### src/rtl/dms_pkg.sv
package dms_pkg;
  localparam int ADDR_W  = 3;
  localparam int CODE_W  = 3;
  localparam int N_RD    = 12;
  localparam int N_WR    = 13;
  localparam int SLOT_W  = 2;
  localparam int RIDX_W  = $clog2(N_RD);
  localparam int WIDX_W  = $clog2(N_WR);

  // read register indices (bit positions of rd_sel)
  localparam int R_DIN  = 0;
  localparam int R_IST0 = 1;
  localparam int R_IST1 = 2;
  localparam int R_IST2 = 3;
  localparam int R_SPST = 4;
  localparam int R_ADST = 5;
  localparam int R_CPT  = 6;
  localparam int R_AD0  = 7;
  localparam int R_AD1  = 8;
  localparam int R_KST  = 9;
  localparam int R_SAST = 10;
  localparam int R_BST  = 11;

  // write register indices (bit positions of wr_sel)
  localparam int W_DOUT = 0;
  localparam int W_IMK0 = 1;
  localparam int W_IMK1 = 2;
  localparam int W_IMK2 = 3;
  localparam int W_SPMD = 4;
  localparam int W_ADMD = 5;
  localparam int W_AUX  = 6;
  localparam int W_ADR  = 7;
  localparam int W_EOS  = 8;
  localparam int W_KCT  = 9;
  localparam int W_BCT  = 10;
  localparam int W_PPL  = 11;
  localparam int W_ACC  = 12;

  // auxiliary command codes
  localparam logic [CODE_W-1:0] AUX_PAGE_A = 3'd1;
  localparam logic [CODE_W-1:0] AUX_CLR_B  = 3'd2;

  typedef struct packed {
    logic              hit;
    logic [RIDX_W-1:0] idx;
  } rd_hit_t;

  typedef struct packed {
    logic              hit;
    logic [WIDX_W-1:0] idx;
  } wr_hit_t;

  function automatic rd_hit_t mk_rd(input int i);
    rd_hit_t r;
    r.hit = 1'b1;
    r.idx = RIDX_W'(i);
    return r;
  endfunction

  function automatic wr_hit_t mk_wr(input int i);
    wr_hit_t w;
    w.hit = 1'b1;
    w.idx = WIDX_W'(i);
    return w;
  endfunction

  // a code in the upper half names a mode B slot
  function automatic logic is_slot_code(input logic [CODE_W-1:0] c);
    return c[CODE_W-1];
  endfunction

  function automatic logic [SLOT_W-1:0] slot_of(input logic [CODE_W-1:0] c);
    return c[SLOT_W-1:0];
  endfunction
endpackage

### src/rtl/dms_page_a.sv
// Mode A page state: one-shot command flag plus the pin.
module dms_page_a
  import dms_pkg::*;
(
  input  logic              clk,
  input  logic              rst_n,
  input  logic              mode_b,
  input  logic              page_pin,
  input  logic              any_acc,
  input  logic              aux_wr,
  input  logic [CODE_W-1:0] aux_code,
  output logic              cmd_q,
  output logic              page_open
);
  logic set_cmd;

  assign set_cmd = aux_wr && !mode_b && (aux_code == AUX_PAGE_A);

  always_ff @(posedge clk or negedge rst_n) begin
    if (!rst_n)       cmd_q <= 1'b0;
    else if (mode_b)  cmd_q <= 1'b0;
    else if (set_cmd) cmd_q <= 1'b1;
    else if (any_acc) cmd_q <= 1'b0;
  end

  assign page_open = !mode_b && (page_pin || cmd_q);
endmodule

### src/rtl/dms_page_b.sv
// Mode B page state: persistent slot selection for offset 2.
module dms_page_b
  import dms_pkg::*;
(
  input  logic              clk,
  input  logic              rst_n,
  input  logic              mode_b,
  input  logic              aux_wr,
  input  logic [CODE_W-1:0] aux_code,
  output logic              slot_vld,
  output logic [SLOT_W-1:0] slot
);
  logic do_page, do_clr;

  assign do_page = aux_wr && mode_b && is_slot_code(aux_code);
  assign do_clr  = aux_wr && mode_b && (aux_code == AUX_CLR_B);

  always_ff @(posedge clk or negedge rst_n) begin
    if (!rst_n) begin
      slot_vld <= 1'b0;
      slot     <= '0;
    end else if (do_page) begin
      slot_vld <= 1'b1;
      slot     <= slot_of(aux_code);
    end else if (do_clr) begin
      slot_vld <= 1'b0;
    end
  end
endmodule

### src/rtl/dms_map_a.sv
// Offset decode of map A.
module dms_map_a
  import dms_pkg::*;
(
  input  logic [ADDR_W-1:0] addr,
  input  logic              page_open,
  output rd_hit_t           rd,
  output wr_hit_t           wr
);
  function automatic rd_hit_t rd_a(input logic [ADDR_W-1:0] a, input logic pg);
    case (a)
      3'd0:    return mk_rd(R_DIN);
      3'd1:    return mk_rd(R_IST1);
      3'd2:    return mk_rd(R_IST2);
      3'd3:    return pg ? mk_rd(R_KST)  : mk_rd(R_SPST);
      3'd4:    return mk_rd(R_ADST);
      3'd5:    return pg ? mk_rd(R_SAST) : mk_rd(R_CPT);
      3'd6:    return pg ? mk_rd(R_IST0) : mk_rd(R_AD0);
      default: return pg ? mk_rd(R_BST)  : mk_rd(R_AD1);
    endcase
  endfunction

  function automatic wr_hit_t wr_a(input logic [ADDR_W-1:0] a, input logic pg);
    case (a)
      3'd0:    return mk_wr(W_DOUT);
      3'd1:    return mk_wr(W_IMK1);
      3'd2:    return mk_wr(W_IMK2);
      3'd3:    return pg ? mk_wr(W_KCT)  : mk_wr(W_SPMD);
      3'd4:    return mk_wr(W_ADMD);
      3'd5:    return mk_wr(W_AUX);
      3'd6:    return pg ? mk_wr(W_IMK0) : mk_wr(W_ADR);
      default: return pg ? mk_wr(W_BCT)  : mk_wr(W_EOS);
    endcase
  endfunction

  assign rd = rd_a(addr, page_open);
  assign wr = wr_a(addr, page_open);
endmodule

### src/rtl/dms_map_b.sv
// Offset decode of map B.
module dms_map_b
  import dms_pkg::*;
(
  input  logic [ADDR_W-1:0] addr,
  input  logic              slot_vld,
  input  logic [SLOT_W-1:0] slot,
  output rd_hit_t           rd,
  output wr_hit_t           wr
);
  function automatic rd_hit_t rd_b(input logic [ADDR_W-1:0] a, input logic v);
    rd_hit_t none;
    none = '0;
    case (a)
      3'd0:    return mk_rd(R_IST0);
      3'd1:    return mk_rd(R_IST1);
      3'd2:    return mk_rd(R_ADST);
      3'd3:    return mk_rd(R_BST);
      3'd4:    return v ? mk_rd(R_IST2) : none;
      3'd5:    return v ? mk_rd(R_SPST) : none;
      3'd6:    return mk_rd(R_CPT);
      default: return mk_rd(R_DIN);
    endcase
  endfunction

  function automatic wr_hit_t slot_reg(input logic [SLOT_W-1:0] s);
    case (s)
      2'd0:    return mk_wr(W_IMK2);
      2'd1:    return mk_wr(W_EOS);
      2'd2:    return mk_wr(W_BCT);
      default: return mk_wr(W_ACC);
    endcase
  endfunction

  function automatic wr_hit_t wr_b(input logic [ADDR_W-1:0] a, input logic v,
                                   input logic [SLOT_W-1:0] s);
    wr_hit_t none;
    none = '0;
    case (a)
      3'd0:    return mk_wr(W_IMK0);
      3'd1:    return mk_wr(W_IMK1);
      3'd2:    return v ? slot_reg(s) : none;
      3'd3:    return mk_wr(W_AUX);
      3'd4:    return mk_wr(W_ADR);
      3'd5:    return mk_wr(W_SPMD);
      3'd6:    return mk_wr(W_PPL);
      default: return mk_wr(W_DOUT);
    endcase
  endfunction

  assign rd = rd_b(addr, slot_vld);
  assign wr = wr_b(addr, slot_vld, slot);
endmodule

### src/rtl/dual_map_regsel.sv
module dual_map_regsel
  import dms_pkg::*;
(
  input  logic                 clk,
  input  logic                 rst_n,
  input  logic                 mode_b,
  input  logic [ADDR_W-1:0]    addr,
  input  logic                 rd_stb,
  input  logic                 wr_stb,
  input  logic                 dma_stb,
  input  logic                 page_pin,
  input  logic                 aux_wr,
  input  logic [CODE_W-1:0]    aux_code,
  output logic [N_RD-1:0]      rd_sel,
  output logic [N_WR-1:0]      wr_sel,
  output logic                 acc_en
);
  // named internal events for the checker
  logic              any_acc;
  logic              pga_cmd_q;
  logic              pga_open;
  logic              pgb_vld;
  logic [SLOT_W-1:0] pgb_slot;
  rd_hit_t           rd_a, rd_b, rd_m;
  wr_hit_t           wr_a, wr_b, wr_m;

  assign any_acc = rd_stb || wr_stb || dma_stb;

  dms_page_a u_pga (
    .clk(clk), .rst_n(rst_n), .mode_b(mode_b), .page_pin(page_pin),
    .any_acc(any_acc), .aux_wr(aux_wr), .aux_code(aux_code),
    .cmd_q(pga_cmd_q), .page_open(pga_open)
  );

  dms_page_b u_pgb (
    .clk(clk), .rst_n(rst_n), .mode_b(mode_b), .aux_wr(aux_wr),
    .aux_code(aux_code), .slot_vld(pgb_vld), .slot(pgb_slot)
  );

  dms_map_a u_map_a (.addr(addr), .page_open(pga_open), .rd(rd_a), .wr(wr_a));

  dms_map_b u_map_b (.addr(addr), .slot_vld(pgb_vld), .slot(pgb_slot),
                     .rd(rd_b), .wr(wr_b));

  assign rd_m = mode_b ? rd_b : rd_a;
  assign wr_m = mode_b ? wr_b : wr_a;

  for (genvar gi = 0; gi < N_RD; gi++) begin : g_rd
    assign rd_sel[gi] = rd_stb && rd_m.hit && (rd_m.idx == RIDX_W'(gi));
  end

  for (genvar gj = 0; gj < N_WR; gj++) begin : g_wr
    assign wr_sel[gj] = wr_stb && wr_m.hit && (wr_m.idx == WIDX_W'(gj));
  end

  assign acc_en = mode_b && pgb_vld;
endmodule

### config.mk
export PLATFORM = sky130hd
export DESIGN_NAME = dual_map_regsel
export DESIGN_NICKNAME = d
export VERILOG_FILES = /design/src/rtl/dms_pkg.sv /design/src/rtl/dms_page_a.sv /design/src/rtl/dms_page_b.sv /design/src/rtl/dms_map_a.sv /design/src/rtl/dms_map_b.sv /design/src/rtl/dual_map_regsel.sv
export SDC_FILE = /design/constraint.sdc
export NUM_CORES = 1
export LEC_CHECK = 0
export BUFFER_PORTS_ARGS = -buffer_cell sky130_fd_sc_hd__clkbuf_2
export CORE_UTILIZATION = 48
export CTS_CLUSTER_DIAMETER = 30
export CTS_CLUSTER_SIZE = 24
export DETAILED_ROUTE_END_ITERATION = 12
export PLACE_DENSITY = 0.8
export SKIP_CTS_REPAIR_TIMING = 1
export SLEW_MARGIN = 20
export SYNTH_ARGS = -nofsm -noshare
export SYNTH_HDL_FRONTEND = slang
export SYNTH_HIERARCHICAL = 1
export SYNTH_SLANG_ARGS = --single-unit
### constraint.sdc
create_clock -name clk -period 2.71 [get_ports clk]
set_clock_uncertainty 0.1 [all_clocks]
set_input_delay 0.542 -clock clk [delete_from_list [all_inputs] [get_ports clk]]
set_output_delay 0.542 -clock clk [all_outputs]
set_load 0.005 [all_outputs]
==> impl_results.md <==
- HP Start: aux_code[1]
- Combinational fraction of design power: 0.565
- WP data arrival: 1990 ps
- Die height: 46.6 microns
- Core area: between 1500 and 2000 sq um
- Critical Path RT: 2070 ps
- Routed len/inst: about 13 microns
- Sw Share: 0.409
- Final net count: 197
- Final core area utilization: 0.719
- Final hold vios: 0
- Yosys Warn Count: 6
- M2 GR Usage: 0.442
- Kind of end point of the critical path: output port
- Placer Congestion: 0.804
- Distinct cells, synth: 47
- Slew Viols, Final: 0
- Share of the synthesized area in the top cell type: 0.130
- Reg power frac: 0.217
- Yosys reg bits: 4
- Post-DRT Antenna Nets: 0
- Antenna Cells: 0
- Commonest non-fill, non-tap cell in the layout: clkbuf_2
- Setup-failing EPs final: 0
- Most frequent cells in the layout: clkbuf_2, nor2_1, inv_1, buf_4
- Worst reg2reg path startpoint: u_pgb/slot[0]$_DFFE_PN0P_
- Num CTS Buffers: 3
- Critical Path Start: page_pin
- Maximum vdd drop: 0.230 mV
- Setup TNS: 0 ps
- Internal: 0.208 mW
- Via count: 1143
- Drt total wl: between 2000 and 3000 microns
- Clock latency on the worst-skew pair: 230 ps
- FP Rows: 15
- Area leader, netlist: nor2_1
- Initial Util: 0.530
- Clock transition at path regs: about 40 ps
- Mapped Area: 955 sq um
- Seq/Total Area, Yosys: 0.105
- Minimum clock period: 2630 ps
- Clock sink count: 4
- Synth area leaders: nor2_1, dfrtp_1, o211ai_1
- Async set or reset register ratio after synthesis: 1.00
- Power density cells: about 270 nW/um^2
- Post-synth EDFFs: 0
- Initial antenna violation count: 0
- Most Crowded Layer GR: met2
- Mapped Cells: 135
- Die width: between 40 and 50 microns
- Primary FF master, synth: dfrtp_1
- Synth-to-Final Area Change: 35.6%
- Max Clk Rate: 380 MHz
- GRT Util Overall: 0.248
- Worst min path class: in2reg
- DRC: 0
- Layout cell share with drive strength beyond 1: 0.420
- Met3 GRT Util: 0.0275
- RSZ-0062 raised after global routing: true
- Initial DRC Count: 27
- Max Cap Viol: 0
- Die area: 2170 sq um
- Vias per cell: 5.55
- Root Driver: clkbuf_4
- GRT Residual Overflow: 0
- Max reg flops: 2
- Met1 Usage GRT: 0.273
- FILL cells: 163
- Final HPWL DP: 2000 microns
- Global-route wire length before repair: 3860 microns
- Vias in the first global route: 993
- Switching power: 0.144 mW
- Top-Level Pins: 40
- Tcrit/Tclk final: 0.972
- Status: finished clean
- H-tree levels: 1
- # port buffers: 39
- Clk pwr share: 0.218
- LEAKAGE: between 0.6 and 0.7 nW
- CTS tree: done
- Drt first pass iters: 4
- Crit Path Category: in2out
- Crit Path Max Fanout: 6
- Longest Clk Path Bufs: 2
- CP Launch Type: primary input
- Final hold slack: 440 ps
- Syn avg cell area: 7.07 sq um
- Largest net degree at the start of global routing: 31
- R2r setup slk: 1770 ps
power by group through the flow:
stage / sequential (mW) / clock (mW) / combinational [mW]
2_1_floorplan: 0.0769 / 0 / 0.122
3_3_place_gp: 0.0763 / 0 / 0.171
3_5_place_dp: 0.0768 / 0 / 0.179
4_1_cts: 0.0761 / 0.0809 / 0.179
5_1_grt: 0.0773 / 0.0881 / 0.217
6_report: 0.0766 / 0.0769 / 0.199
cell usage after synthesis (all sizes together) (2+ instances only):
library cell	count
nor3	2
nor2b	2
or3	2
mux2i	2
a32oi	2
nand2	5
dfrtp	4
mux2	4
nand3	2
and3b	4
inv	8
o211ai	8
a21oi	9
nand2b	8
buf	6
o32a	2
nor3b	2
a31oi	2
or2	2
and3	3
nor2	33
nand3b	2
and2	2
o21ai	7
area by class of cell:
class                      instances  area, sq um  share of cell area
clock buffer                       3         22.5              0.0174
inverter                           8         30.0              0.0232
multi-input combinational        117          835               0.644
sequential                         4          100              0.0773
tap                               25         31.3              0.0242
timing repair buffer              49          277               0.214
logic make-up (layout without fill, tap and decap cells):
logic type                 count (synthesis)  count (layout)  share of synthesized area
buffers and inverters                     15              60                     0.0970
AOI/OAI and AO/OA                         34              34                      0.266
adders and majority gates                  1               1                     0.0118
muxes                                      6               6                     0.0813
other                                      1               2                    0.00393
DFF                                        4               4                      0.105
and+or+nand+nor                           73              73                      0.426
xor gates and xnor gates                   1               1                    0.00918
worst max-delay path: stages:
cell	delay, ps
clkbuf_2	80
nor2_2	140
nor2_4	70
maj3_2	330
o22ai_4	150
inv_1	70
o32a_4	380
nor2_1	100
clkbuf_2	120
layer usage:
| layer | up-vias | share of wire |
|---|---|---|
| li1 | 571 | - |
| met1 | 525 | 0.43 |
| met2 | 43 | 0.51 |
| met3 | 4 | 0.045 |
| met4 | 0 | 0.015 |
| met5 | - | 0 |
per-stage QoR:
stage	std cells	cell area, sq um	total power [mW]	setup slack (ps)
after global routing	206	1290	0.382	-58.2
after detailed placement	202	1190	0.255	-66.9
final	206	1290	0.352	75.3
after floorplan	136	958	0.199	332
after global placement	202	1190	0.247	26.0
after CTS	205	1210	0.336	-55.0
final timing paths:
| path | end | depth (start not counted) |
|---|---|---|
| setup reg to reg | u_pgb/slot[0]$_DFFE_PN0P_ | 1 |
| max in group asynchronous | u_pgb/slot[0]$_DFFE_PN0P_ | 2 |
| min in group asynchronous | u_pgb/slot[1]$_DFFE_PN0P_ | 2 |
| setup / recovery | rd_sel[5] | 9 |
| hold / removal | u_pgb/slot[1]$_DFFE_PN0P_ | 2 |
| hold reg to reg | u_pga/cmd_q$_DFFE_PN0P_ | 2 |
(Power assumes the default switching activity.)
